===== config.mk =====
export PLATFORM = sky130hd
export DESIGN_NAME = motor_pwm_gen
export DESIGN_NICKNAME = d
export VERILOG_FILES = /design/src/rtl/motor_pwm_pkg.sv /design/src/rtl/pwm_period_ctr.sv /design/src/rtl/pwm_phase_ctr.sv /design/src/rtl/pwm_srff.sv /design/src/rtl/motor_pwm_gen.sv
export SDC_FILE = /design/constraint.sdc
export NUM_CORES = 1
export LEC_CHECK = 0
export ABC_AREA = 1
export BUFFER_PORTS_ARGS = -buffer_cell sky130_fd_sc_hd__buf_4
export CELL_PAD_IN_SITES_DETAIL_PLACEMENT = 1
export CELL_PAD_IN_SITES_GLOBAL_PLACEMENT = 2
export CORE_MARGIN = 3
export CORE_UTILIZATION = 41
export CTS_BUF_LIST = sky130_fd_sc_hd__clkbuf_8
export DETAILED_ROUTE_END_ITERATION = 10
export PLACE_DENSITY = 0.95
export SLEW_MARGIN = 20
export SYNTH_ARGS = -nofsm -noshare
export SYNTH_HDL_FRONTEND = slang
export SYNTH_HIERARCHICAL = 1
export SYNTH_SLANG_ARGS = --single-unit

===== constraint.sdc =====
create_clock -name clk_i -period 6.1 [get_ports clk_i]
set_clock_uncertainty 0.05 [all_clocks]
set_input_delay 0 -clock clk_i [delete_from_list [all_inputs] [get_ports clk_i]]
set_output_delay 0 -clock clk_i [all_outputs]
set_load 0.005 [all_outputs]

===== src/rtl/motor_pwm_pkg.sv =====
package motor_pwm_pkg;
  typedef struct packed {
    logic set;
    logic clr;
  } pulse_pair_t;
endpackage


===== src/rtl/pwm_period_ctr.sv =====
module pwm_period_ctr #(
  parameter int PERIOD = 30720,
  parameter int CNT_W  = $clog2(PERIOD)
) (
  input  logic clk_i,
  input  logic rst_ni,
  output logic wrap_o
);
  localparam logic [CNT_W-1:0] LAST = CNT_W'(PERIOD - 1);

  logic [CNT_W-1:0] cnt_q;

  always_ff @(posedge clk_i or negedge rst_ni) begin
    if (!rst_ni)          cnt_q <= LAST;
    else if (cnt_q == '0) cnt_q <= LAST;
    else                  cnt_q <= cnt_q - 1'b1;
  end

  assign wrap_o = (cnt_q == '0);
endmodule


===== src/rtl/pwm_phase_ctr.sv =====
module pwm_phase_ctr #(
  parameter int          PERIOD  = 30720,
  parameter int          CNT_W   = $clog2(PERIOD),
  parameter logic [CNT_W-1:0] RST_VAL = '0
) (
  input  logic             clk_i,
  input  logic             rst_ni,
  input  logic             load_i,
  input  logic [CNT_W-1:0] load_val_i,
  output logic             zero_o
);
  localparam logic [CNT_W-1:0] LAST = CNT_W'(PERIOD - 1);

  logic [CNT_W-1:0] cnt_q;

  // reload at the period boundary dominates the natural wrap
  always_ff @(posedge clk_i or negedge rst_ni) begin
    if (!rst_ni)          cnt_q <= RST_VAL;
    else if (load_i)      cnt_q <= load_val_i;
    else if (cnt_q == '0) cnt_q <= LAST;
    else                  cnt_q <= cnt_q - 1'b1;
  end

  assign zero_o = (cnt_q == '0);
endmodule


===== src/rtl/pwm_srff.sv =====
module pwm_srff
  import motor_pwm_pkg::*;
(
  input  logic        clk_i,
  input  logic        rst_ni,
  input  pulse_pair_t req_i,
  output logic        q_o,
  output logic        set_o,
  output logic        clr_o
);
  logic q_q;

  assign clr_o = req_i.clr;
  assign set_o = req_i.set & ~req_i.clr;

  always_ff @(posedge clk_i or negedge rst_ni) begin
    if (!rst_ni)    q_q <= 1'b0;
    else if (clr_o) q_q <= 1'b0;
    else if (set_o) q_q <= 1'b1;
  end

  assign q_o = q_q;
endmodule


===== src/rtl/motor_pwm_gen.sv =====
module motor_pwm_gen
  import motor_pwm_pkg::*;
#(
  parameter int SPEED_W   = 8,
  parameter int STEP_CLKS = 120
) (
  input  logic               clk_i,
  input  logic               rst_ni,
  input  logic [SPEED_W-1:0] speed_i,
  input  logic               speed_upd_i,
  output logic               pwm_o,
  output logic               set_pulse_o,
  output logic               clr_pulse_o
);
  localparam int STEPS  = 1 << SPEED_W;
  localparam int PERIOD = STEPS * STEP_CLKS;
  localparam int CNT_W  = $clog2(PERIOD);
  localparam logic [SPEED_W-1:0] MID  = SPEED_W'(STEPS / 2);
  localparam logic [CNT_W-1:0]   LAST = CNT_W'(PERIOD - 1);
  localparam logic [CNT_W-1:0]   STEP = CNT_W'(STEP_CLKS);
  localparam logic [CNT_W-1:0]   RST_PHASE = CNT_W'(PERIOD - 1 - (STEPS / 2) * STEP_CLKS);

  logic [SPEED_W-1:0] pend_q;
  logic [CNT_W-1:0]   phase_val;
  logic               wrap;
  logic               phase_zero;
  pulse_pair_t        req;

  // command is held until the period boundary
  always_ff @(posedge clk_i or negedge rst_ni) begin
    if (!rst_ni)          pend_q <= MID;
    else if (speed_upd_i) pend_q <= speed_i;
  end

  // set pulse lands speed*STEP clocks before the next clear pulse
  assign phase_val = LAST - CNT_W'(pend_q) * STEP;

  pwm_period_ctr #(.PERIOD(PERIOD), .CNT_W(CNT_W)) u_period (
    .clk_i  (clk_i),
    .rst_ni (rst_ni),
    .wrap_o (wrap)
  );

  pwm_phase_ctr #(.PERIOD(PERIOD), .CNT_W(CNT_W), .RST_VAL(RST_PHASE)) u_phase (
    .clk_i      (clk_i),
    .rst_ni     (rst_ni),
    .load_i     (wrap),
    .load_val_i (phase_val),
    .zero_o     (phase_zero)
  );

  assign req.set = phase_zero;
  assign req.clr = wrap;

  pwm_srff u_ff (
    .clk_i  (clk_i),
    .rst_ni (rst_ni),
    .req_i  (req),
    .q_o    (pwm_o),
    .set_o  (set_pulse_o),
    .clr_o  (clr_pulse_o)
  );
endmodule


==> flow_summary.yaml <==
detailed_routing:
  drt_iter0_markers: 50
  drc_errors: 0
  wire_per_inst_um: 13.38
  drt-total-wl_um: 8013
  post_drt_via_cell_ratio: 4.723
  ant_nets: 0
  vias: 2829
  firstDrtPassIters: 4
timing:
  report.final.slew_viol_count: 0
  worst_slack_ps: 2878
  min_period_ps: 3222
  worstMarginPinSlew_ps: 536.9
  slew_headroom_pct: 64.20
  grt_setup_unrepaired: "no"
  hold_viol: 0
  setup_violations: 0
  setup_tns_ps: 0
  fin_crit_sh_pct: 52.82
  max_clock_freq_ghz: 0.3104
min_path:
  min_path_cells: 2
  hold_class: "in2reg"
  hp-start: "speed_upd_i"
critical_path:
  slowest_stage: "fa_1"
  path_common_cell: "nand2_1"
  critPathLaunch: "pend_q[6]"
  endpoint_kind: "register"
  worstPathCellList: "inv_1 -> fa_1 -> fa_1 -> inv_1 -> ha_1 -> nand2_2 -> inv_1 -> a21oi_2 -> nand2_1 -> nand2_1 -> nand2_2 -> ha_1 -> xnor2_1 -> nand2_1 -> nand2_1"
  slowest_delay_ps: 510
  path_buf_inv: 3
  r2r-start: "pend_q[6]"
  reg2reg_depth: 15
  worstSetupPathDepth: 15
  crit_fanout: 5
  cp_top_family: "adder cells"
  cp.required_ps: 6290
  worstSetupStartpointType: "register"
  critPathKind: "reg2reg"
  critical_path_arrival_ps: 3410
placed_design:
  gp_congestion: 0.8085
  place_hpwl_um: 6027
  numPortBuffers: 13
  pre_cts_ws_ps: 2933
die:
  dieArea_um2: 9333
  core_um2: 7848
  die_h_um: 96.61
  start_util_pct: 42.89
  die_w_um: 96.61
  io_pins: 14
  row_count: 32
grt:
  grt_pass1_vias: 3100
  antenna_found_initial: 0
  globalRouteOverflowTotal: 0
  grt_start_max_net_pins: 40
  track_usage_pct: 18.01
  grt_pass1_wl_um: 14080
cts:
  cts_sinks: 39
  cts.path.max_buffers: 2
  cts_tree: "built"
  clock_latency_ps: 290
  cts_setup_buffers: 0
  cts_made_buffers: 5
  h-tree-depth: 2
  clk_pin_slew_worst_paths_ps: 90
  postCtsHoldBufs: 22
  clockRootBuffer: "clkbuf_8"
  cts_resized: 0
power:
  ir_drop_uv: 135.1
  pwr-share-comb_pct: 48.6
  p_total_mw: 1.265
  seqPwrFrac_pct: 32.5
  clkPwrFrac_pct: 18.9
  switching_share_pct: 43.31
  p_per_area_nw_per_um2: 323.3
  p_leak_nw: 2.020
  p_sw_uw: 547.9
  p_int_uw: 717.1
yosys:
  ys.flop_type: "dfstp_2"
  synth_cells: 456
  synth_area_per_cell_um2: 7.381
  ys_ff_latch: 39
  synthTopCellsByArea: "dfstp_2, nand2_1, inv_1"
  synth_edf_count: 0
  seq_area_frac_synth_pct: 30.04
  yosysWarningCount: 6
  yosysTopAreaCellShare_pct: 21.86
  ys_types: 33
  yosys.area.top_type: "dfstp_2"
  synth_area_um2: 3366
  async_reset_ff_share_pct: 100.0
run_status:
  status: "finished, final reports clean"
layout:
  final_common_cell: "nand2_1"
  nFillCells: 1016
  drive_gt1_share_pct: 19.72
  antenna_cells: 0
  final_nets: 540
  area_delta_synth_final_pct: 16.25
  final_cell_mix: "nand2_1, inv_1, nor2_1"
flow_run:
  max-cap-violations: 0
registers in the layout, summed over array words and instances (netlist names):
register,count
u_ff/q_o,1
pend_q,8
u_phase/cnt_q,15
u_period/cnt_q,15
synth_stat cells (2+ instances only):
library cell and n:
nand2_1 127, inv_1 75, nor2_1 54, nand3_1 34
dfstp_2 28, ha_1 20, fa_1 13, o21ai_0 13
dfrtp_1 11, nand2_2 11, nor2_2 11, xor2_1 9
inv_2 6, nand3_2 6, nor2_4 6, xnor2_1 5
a31oi_1 4, a21oi_1 3, nand3_4 3, nand4_1 3
nand2_4 2
layer usage:
metal,GRT usage [%],vias to the layer above,routed length [µm]
li1,-,1463,-
met1,22.06,1333,3585
met2,33.23,23,4180
met3,2.596,10,109
met4,4.104,0,138
met5,0,-,0
path summary, 6_finish.rpt:
kind                                       to  slack (ps)
max reg2reg                 u_phase/cnt_q[13]        2880
max                         u_phase/cnt_q[13]        2880
min in group asynchronous  u_period/cnt_q[11]         190
min                                 pend_q[6]          30
max in group asynchronous    u_phase/cnt_q[4]        5440
min reg2reg                 u_period/cnt_q[0]         430
power by group through the flow:
stage                     clock (mW)  sequential, mW  combinational [mW]
after CTS                      0.246           0.412               0.623
final                          0.239           0.411               0.615
after global routing           0.258           0.421               0.720
after detailed placement           0           0.417               0.600
after global placement             0           0.413               0.579
after floorplan                    0           0.401               0.473
cell families after synthesis:
logic type	synth area share, %
AOI/OAI and AO/OA	3.643
xor gates and xnor gates	3.643
adders and majority gates	15.17
buffers and inverters	10.37
DFF	30.04
other	0.1114
and+or+nand+nor	37.03
stage by stage:
step	instances	cell area [µm²]	util, %	hold WS (ps)
global route	599	3913	49.86	70.33
detailed placement	569	3571	45.50	-24.87
global placement	569	3571	45.50	-29.51
finish	599	3913	49.86	29.38
floorplan	458	3373	-	-345.6
CTS	599	3913	49.86	9.910
final cells by class:
cell class | instances | area (µm²) | share of cell area [%]
sequential | 39 | 1011 | 25.84
clock buffer | 6 | 82.58 | 2.111
multi-input combinational | 333 | 2013 | 51.46
tap | 102 | 127.6 | 3.262
clock inverter | 2 | 38.79 | 0.9914
inverter | 82 | 321.6 | 8.219
timing repair buffer | 35 | 317.8 | 8.123
(Power assumes the default switching activity.)
